$ cat config.mk
export PLATFORM = sky130hd
export DESIGN_NAME = nib_bank_regfile
export DESIGN_NICKNAME = d
export VERILOG_FILES = /design/src/rtl/nrf_pkg.sv /design/src/rtl/nrf_save_stack.sv /design/src/rtl/nrf_bank_ctrl.sv /design/src/rtl/nrf_reg_half.sv /design/src/rtl/nib_bank_regfile.sv
export SDC_FILE = /design/constraint.sdc
export NUM_CORES = 1
export LEC_CHECK = 0
export BUFFER_PORTS_ARGS = -buffer_cell sky130_fd_sc_hd__buf_2
export CAP_MARGIN = 10
export CORE_UTILIZATION = 35
export CTS_BUF_LIST = sky130_fd_sc_hd__clkbuf_4
export DETAILED_ROUTE_END_ITERATION = 8
export SYNTH_ARGS = -nofsm -noshare
export SYNTH_HDL_FRONTEND = slang
export SYNTH_SLANG_ARGS = --single-unit
$ cat constraint.sdc
create_clock -name clk -period 5.63 [get_ports clk]
set_input_delay 1.4075 -clock clk [delete_from_list [all_inputs] [get_ports clk]]
set_output_delay 1.4075 -clock clk [all_outputs]
set_load 0.01 [all_outputs]
$ cat src/rtl/nrf_pkg.sv
package nrf_pkg;
  localparam int SEL_W = 2;
  localparam int NBANK = 1 << SEL_W;

  typedef struct packed {
    logic             en;
    logic [SEL_W-1:0] sel;
  } bank_st_t;

  localparam int ST_W = $bits(bank_st_t);
endpackage

$ cat src/rtl/nrf_save_stack.sv
module nrf_save_stack #(
  parameter int DEPTH = 4,
  parameter int W     = 3
) (
  input  logic         clk,
  input  logic         rst,
  input  logic         push,
  input  logic         pop,
  input  logic [W-1:0] push_data,
  output logic [W-1:0] pop_data,
  output logic         pop_ok,
  output logic         err
);
  localparam int CNT_W = $clog2(DEPTH + 1);
  localparam int IDX_W = $clog2(DEPTH);

  logic [W-1:0]     mem [DEPTH];
  logic [CNT_W-1:0] cnt;
  logic             full, empty, do_push, misuse;
  logic [IDX_W-1:0] top_idx;

  assign full    = (cnt == CNT_W'(DEPTH));
  assign empty   = (cnt == '0);
  assign do_push = push && !pop && !full;
  assign pop_ok  = pop && !push && !empty;
  assign misuse  = (push && pop) || (push && full) || (pop && empty);
  assign top_idx = IDX_W'(cnt - CNT_W'(1));
  assign pop_data = empty ? '0 : mem[top_idx];

  always_ff @(posedge clk) begin
    if (do_push) mem[cnt[IDX_W-1:0]] <= push_data;
  end

  always_ff @(posedge clk) begin
    if (rst) begin
      cnt <= '0;
      err <= 1'b0;
    end else begin
      err <= misuse;
      if (do_push)     cnt <= cnt + CNT_W'(1);
      else if (pop_ok) cnt <= cnt - CNT_W'(1);
    end
  end

  // a rejected stack command raises the error and keeps the depth
  p_misuse_r10: assert property (@(posedge clk) disable iff (rst)
    misuse |=> (err && $stable(cnt)));
  // depth never exceeds the stack size
  p_depth_bound_r9: assert property (@(posedge clk) disable iff (rst)
    cnt <= CNT_W'(DEPTH));
endmodule

$ cat src/rtl/nrf_bank_ctrl.sv
module nrf_bank_ctrl
  import nrf_pkg::*;
#(
  parameter int STK_DEPTH = 4
) (
  input  logic             clk,
  input  logic             rst,
  input  logic             en_set,
  input  logic             en_clr,
  input  logic             sel_ld,
  input  logic [SEL_W-1:0] sel_val,
  input  logic             irq_entry,
  input  logic             irq_en_val,
  input  logic             push,
  input  logic             pop,
  output bank_st_t         cur,
  output logic             stk_err
);
  logic            pop_ok;
  logic [ST_W-1:0] pop_data;

  nrf_save_stack #(.DEPTH(STK_DEPTH), .W(ST_W)) u_stack (
    .clk       (clk),
    .rst       (rst),
    .push      (push),
    .pop       (pop),
    .push_data (cur),
    .pop_data  (pop_data),
    .pop_ok    (pop_ok),
    .err       (stk_err)
  );

  always_ff @(posedge clk) begin
    if (rst) begin
      cur <= '0;
    end else if (pop_ok) begin
      cur <= bank_st_t'(pop_data);
    end else begin
      if (irq_entry)   cur.en <= irq_en_val;
      else if (en_set) cur.en <= 1'b1;
      else if (en_clr) cur.en <= 1'b0;
      if (sel_ld)      cur.sel <= sel_val;
    end
  end

  // set command (not overridden) turns the enable on
  p_set_en_r4: assert property (@(posedge clk) disable iff (rst)
    (en_set && !irq_entry && !pop_ok) |=> cur.en);
  // interrupt entry takes the vector's enable value
  p_irq_en_r8: assert property (@(posedge clk) disable iff (rst)
    (irq_entry && !pop_ok) |=> (cur.en == $past(irq_en_val)));
  // select only moves on a load or a pop
  p_sel_hold_r3: assert property (@(posedge clk) disable iff (rst)
    (!sel_ld && !pop_ok) |=> $stable(cur.sel));
  // a pop restores the saved entry in full
  p_pop_restore_r9: assert property (@(posedge clk) disable iff (rst)
    pop_ok |=> (cur == bank_st_t'($past(pop_data))));
endmodule

$ cat src/rtl/nrf_reg_half.sv
module nrf_reg_half #(
  parameter int NIB_W = 4,
  parameter int AW    = 4
) (
  input  logic             clk,
  input  logic             rst,
  input  logic             we,
  input  logic [AW-1:0]    waddr,
  input  logic [NIB_W-1:0] wdata,
  input  logic [AW-1:0]    raddr0,
  input  logic [AW-1:0]    raddr1,
  output logic [NIB_W-1:0] rdata0,
  output logic [NIB_W-1:0] rdata1
);
  localparam int DEPTH = 1 << AW;

  logic [NIB_W-1:0] mem [DEPTH];

  always_ff @(posedge clk) begin
    if (rst) begin
      for (int i = 0; i < DEPTH; i++) mem[i] <= '0;
    end else if (we) begin
      mem[waddr] <= wdata;
    end
  end

  assign rdata0 = mem[raddr0];
  assign rdata1 = mem[raddr1];

  // a write is visible at its address on the following cycle
  p_write_lands_r2: assert property (@(posedge clk) disable iff (rst)
    we |=> (mem[$past(waddr)] == $past(wdata)));
endmodule

$ cat src/rtl/nib_bank_regfile.sv
module nib_bank_regfile
  import nrf_pkg::*;
#(
  parameter int NIB_W     = 4,
  parameter int NREG      = 8,
  parameter int STK_DEPTH = 4,
  parameter int RIDX_W    = $clog2(NREG)
) (
  input  logic                 clk,
  input  logic                 rst,
  input  logic                 en_set,
  input  logic                 en_clr,
  input  logic                 sel_ld,
  input  logic [SEL_W-1:0]     sel_val,
  input  logic                 irq_entry,
  input  logic                 irq_en_val,
  input  logic                 sv_push,
  input  logic                 sv_pop,
  input  logic                 wr_en,
  input  logic                 wr_pair,
  input  logic [RIDX_W-1:0]    wr_idx,
  input  logic [2*NIB_W-1:0]   wr_data,
  input  logic                 rd0_pair,
  input  logic [RIDX_W-1:0]    rd0_idx,
  output logic [2*NIB_W-1:0]   rd0_data,
  input  logic                 rd1_pair,
  input  logic [RIDX_W-1:0]    rd1_idx,
  output logic [2*NIB_W-1:0]   rd1_data,
  output logic                 bank_en,
  output logic [SEL_W-1:0]     bank_sel,
  output logic [SEL_W-1:0]     bank_act,
  output logic                 stk_err
);
  localparam int PAIR_W  = 2 * NIB_W;
  localparam int PIDX_W  = RIDX_W - 1;
  localparam int HADDR_W = SEL_W + PIDX_W;
  localparam int NPORT   = 2;

  bank_st_t cur;

  nrf_bank_ctrl #(.STK_DEPTH(STK_DEPTH)) u_ctrl (
    .clk        (clk),
    .rst        (rst),
    .en_set     (en_set),
    .en_clr     (en_clr),
    .sel_ld     (sel_ld),
    .sel_val    (sel_val),
    .irq_entry  (irq_entry),
    .irq_en_val (irq_en_val),
    .push       (sv_push),
    .pop        (sv_pop),
    .cur        (cur),
    .stk_err    (stk_err)
  );

  assign bank_en  = cur.en;
  assign bank_sel = cur.sel;
  assign bank_act = cur.sel & {SEL_W{cur.en}};

  // Write side: even registers live in half 0, odd registers in half 1.
  logic [PIDX_W-1:0]  wslot;
  logic [HADDR_W-1:0] waddr;
  assign wslot = wr_pair ? wr_idx[PIDX_W-1:0] : wr_idx[RIDX_W-1:1];
  assign waddr = {bank_act, wslot};

  // Read side arrays, one entry per port.
  logic               rpair [NPORT];
  logic [RIDX_W-1:0]  ridx  [NPORT];
  logic [HADDR_W-1:0] raddr [NPORT];
  logic [PAIR_W-1:0]  rdat  [NPORT];
  logic [NIB_W-1:0]   hdat  [2][NPORT];

  assign rpair[0] = rd0_pair;
  assign rpair[1] = rd1_pair;
  assign ridx[0]  = rd0_idx;
  assign ridx[1]  = rd1_idx;
  assign rd0_data = rdat[0];
  assign rd1_data = rdat[1];

  for (genvar k = 0; k < NPORT; k++) begin : g_port
    logic [PIDX_W-1:0] rslot;
    assign rslot    = rpair[k] ? ridx[k][PIDX_W-1:0] : ridx[k][RIDX_W-1:1];
    assign raddr[k] = {bank_act, rslot};
    assign rdat[k]  = rpair[k] ? {hdat[0][k], hdat[1][k]}
                               : {{NIB_W{1'b0}}, (ridx[k][0] ? hdat[1][k] : hdat[0][k])};
  end

  for (genvar h = 0; h < 2; h++) begin : g_half
    logic             we_h;
    logic [NIB_W-1:0] wd_h;
    assign we_h = wr_en && (wr_pair || (wr_idx[0] == 1'(h)));
    assign wd_h = (wr_pair && (h == 0)) ? wr_data[PAIR_W-1:NIB_W] : wr_data[NIB_W-1:0];

    nrf_reg_half #(.NIB_W(NIB_W), .AW(HADDR_W)) u_half (
      .clk    (clk),
      .rst    (rst),
      .we     (we_h),
      .waddr  (waddr),
      .wdata  (wd_h),
      .raddr0 (raddr[0]),
      .raddr1 (raddr[1]),
      .rdata0 (hdat[h][0]),
      .rdata1 (hdat[h][1])
    );
  end

  // a pair write never touches only one half
  p_pair_both_r5: assert property (@(posedge clk) disable iff (rst)
    (wr_en && wr_pair) |-> (g_half[0].we_h && g_half[1].we_h));
  // with the flag clear, reads address bank 0
  p_bank0_r3: assert property (@(posedge clk) disable iff (rst)
    !bank_en |-> (raddr[0][HADDR_W-1:PIDX_W] == '0));
endmodule

==> results by group <==
Run
  – Max_cap viols: 0

Global routing
  – Total congestion overflow: 0
  – Vias in the first global route: around 7600
  – Overall Global Routing Usage: 0.2294
  – Antenna violations before repair: 1
  – First-pass GRT wire length: between 40000 and 50000 µm
  – Pin count of the biggest net entering global routing: 44

Die
  – Placement Rows: between 50 and 60
  – Die X: roughly 160 µm
  – Vert. Die Dim: roughly 160 µm
  – Initial Util: 0.3586
  – # IOs: between 50 and 60
  – Die area: 26600 µm²
  – Core area: approximately 25000 µm²

Placed design
  – HPWL Detailed: ~21000 µm
  – DP Worst Slack: just over 0.4 ns
  – Inst Count DP: 1224
  – Buffers on Ports: 53
  – GPL Wtd Cong: ~0.94

Yosys
  – Post-synthesis net count: between 900 and 1000
  – Ys Warns: 0
  – Post-synthesis mux area share: 0.07604
  – Seq cells post-synth: approximately 150
  – Mapped Area: between 9000 and 10000 µm²
  – Largest family of logic cells by synthesized area: compound AO/OA/AOI/OAI gates
  – Post-synth cell types: 55
  – Dominant cell type by area after synthesis: edfxtp_1
  – Synth top area share: 0.4629
  – Post-Syn Instances: 891
  – Largest cells by area after synthesis: edfxtp_1, a221oi_1, and3_1
  – Mean Syn Cell Area: roughly 10 µm²
  – Adder-cell share of the synthesized area: 0.006888
  – Sequential area share after synthesis: 0.4783
  – Xor and xnor area share after synthesis: 0.0009643
  – Number of synthesized flops with an enable pin: between 100 and 150
  – Ys async rst share: 0
  – Predominant post-synthesis flop cell: edfxtp_1
  – Synth Area in Simple Gates: 0.1681
  – Synth Area in Compound Gates: 0.2279

Drt
  – Vias per cell: between 6 and 7
  – DRC Markers: 0
  – Antenna-violating nets left: 0
  – Routed WL per cell: around 24 µm
  – Post-Route WL: ~30000 µm
  – Via count: between 8000 and 9000
  – First-pass detailed-route iteration total: 9
  – First DRT Iteration DRCs: 1133

Timing
  – Fmax: ~190 MHz
  – Worst slew pin tran: slightly above 1 ns
  – Crit share post-route: 0.9385
  – Clock Skew: 0.02355 ns
  – Setup TNS: 0 ns
  – Final slew viol count: 0
  – Slew HR: 0.3222
  – Final setup margin: about 0.35 ns
  – Hold Violations, Final: 0
  – Setup violations, final: 0
  – Unrepaired setup endpoints after global routing: false
  – Crit path time final: 5.284 ns

CTS
  – CTS H-tree depth: 4
  – CTS Sinks: roughly 150
  – Clk Latency, worst-skew pair: roughly 0.58 ns
  – PostCTS Resize Cnt: 0
  – Post-CTS Setup Bufs: 0
  – CTS tree: yes
  – CTS hold repair buffers: 0
  – Reg clk slew, reported paths: 0.15 ns
  – Num CTS Buffers: 17
  – Clock buffer depth: 2
  – Root Driver: clkbuf_4

Status
  – Status: finished clean

Setup path
  – R2R Path Start: u_ctrl.cur[2]
  – Crit path cell chain: buf_2 > buf_4 > nor3b_1 > or2_1 > a222oi_1 > o21ai_1 > a2111o_1 > o22a_1 > buf_2
  – Critical Path Start Type: input port
  – Max stage delay on crit path: approximately 0.55 ns
  – CP max FO: 21
  – Crit path required time: between 4 and 5 ns
  – Crit path DAT: ~3.9 ns
  – Setup Crit Path Kind: input port to output pin
  – Most used cell, CP: buf_2
  – Worst R2R Setup Slack: roughly 2.8 ns
  – CP max-delay cell: or2_1
  – Setup crit end kind: output pin
  – CP Launch Point: rd0_idx[1]

Final layout
  – Most frequent cells in the layout: edfxtp_1, nor2_1, and3_1, nand2_1
  – Layout Cells excl Fill: 1256
  – Layout cells sized above 1: 0.1503
  – Final net count: 950
  – Synthesis-to-finish area growth: 9.891%
  – Most common cell after layout, fill and taps aside: edfxtp_1

Power
  – Pleak: between 3 and 4 nW
  – Overall power: ~0.0024 W
  – Power per Cell Area: around 240 nW/µm²
  – Worst vdd ir: around 0.00015 V

Min path
  – Worst min path class: flip-flop to flip-flop
  – HP Start: u_ctrl.u_stack.cnt[1]
## worst paths after layout
check                                     to  cells after the start
setup / recovery                 rd0_data[1]                      9
hold / removal         u_ctrl.u_stack.cnt[1]                      2
setup reg to reg  g_half[1].u_half.mem[4][1]                      4
hold reg to reg        u_ctrl.u_stack.cnt[1]                      2
## per-layer routing
layer / track usage / vias up / wire length (µm)
met4: 0.07604 / 0 / 986
met3: 0.04774 / 83 / 2741
li1: - / 3545 / -
met2: 0.3553 / 520 / 13180
met1: 0.3181 / 3883 / 13030
met5: 0 / - / 0
## logic make-up (layout without fill, tap and decap cells)
family          after synthesis  in the layout
simple gates                308            308
compound gates              275            275
flops                       147            147
buf+inv                      94            128
mux                          61             61
fa+ha+maj                     5              5
xor+xnor                      1              1
other cells                   0              1
## area by class of cell
class | instances | area [µm²]
sequential | 147 | 4344
multi-input combinational | 650 | 4362
tap | 330 | 412.9
inverter | 7 | 26.28
antenna | 1 | 2.502
clock inverter | 14 | 150.1
clock buffer | 17 | 127.6
timing repair buffer | 90 | 555.5
fill | 2480 | 15350
## power by group
| part | internal [W] | switching, W | total (W) | leakage, nW |
|---|---|---|---|---|
| clock network | 0.000232 | 0.000444 | 0.000675 | 0.141 |
| logic | 0.000165 | 0.000288 | 0.000453 | 2.20 |
| registers | 0.00124 | 0.0000533 | 0.00129 | 1.49 |
## registers in the layout, summed over array words and instances (netlist names)
signal and flops:
u_ctrl.u_stack.err 1, g_half.u_half.mem 128, u_ctrl.u_stack.cnt 3, u_ctrl.cur 3, u_ctrl.u_stack.mem 12
## Yosys cell counts (all sizes together) (21+ instances only)
cell and instances:
a21oi 37, nor2 107, nand2b 26, a22oi 40
and3 69, mux2i 24, buf 21, edfxtp 140
clkbuf 66, a221oi 53, mux2 34, o21ai 28
nand2 56
## critical path, delay by kind of cell
family	cells	cell delay (ns)
and+or+nand+nor	2	0.63
AOI/OAI and AO/OA	4	1.36
buffers and inverters	3	0.47
## per-stage QoR
stage / hold slack, ns / util / area (µm²)
2_1_floorplan: 0.4692 / - / 9082
3_3_place_gp: 0.4931 / 0.3830 / 9701
3_5_place_dp: 0.5047 / 0.3830 / 9701
4_1_cts: 0.5252 / 0.3940 / 9978
5_1_grt: 0.5454 / 0.3941 / 9981
6_report: 0.5159 / 0.3941 / 9981
(Power assumes the default switching activity.)
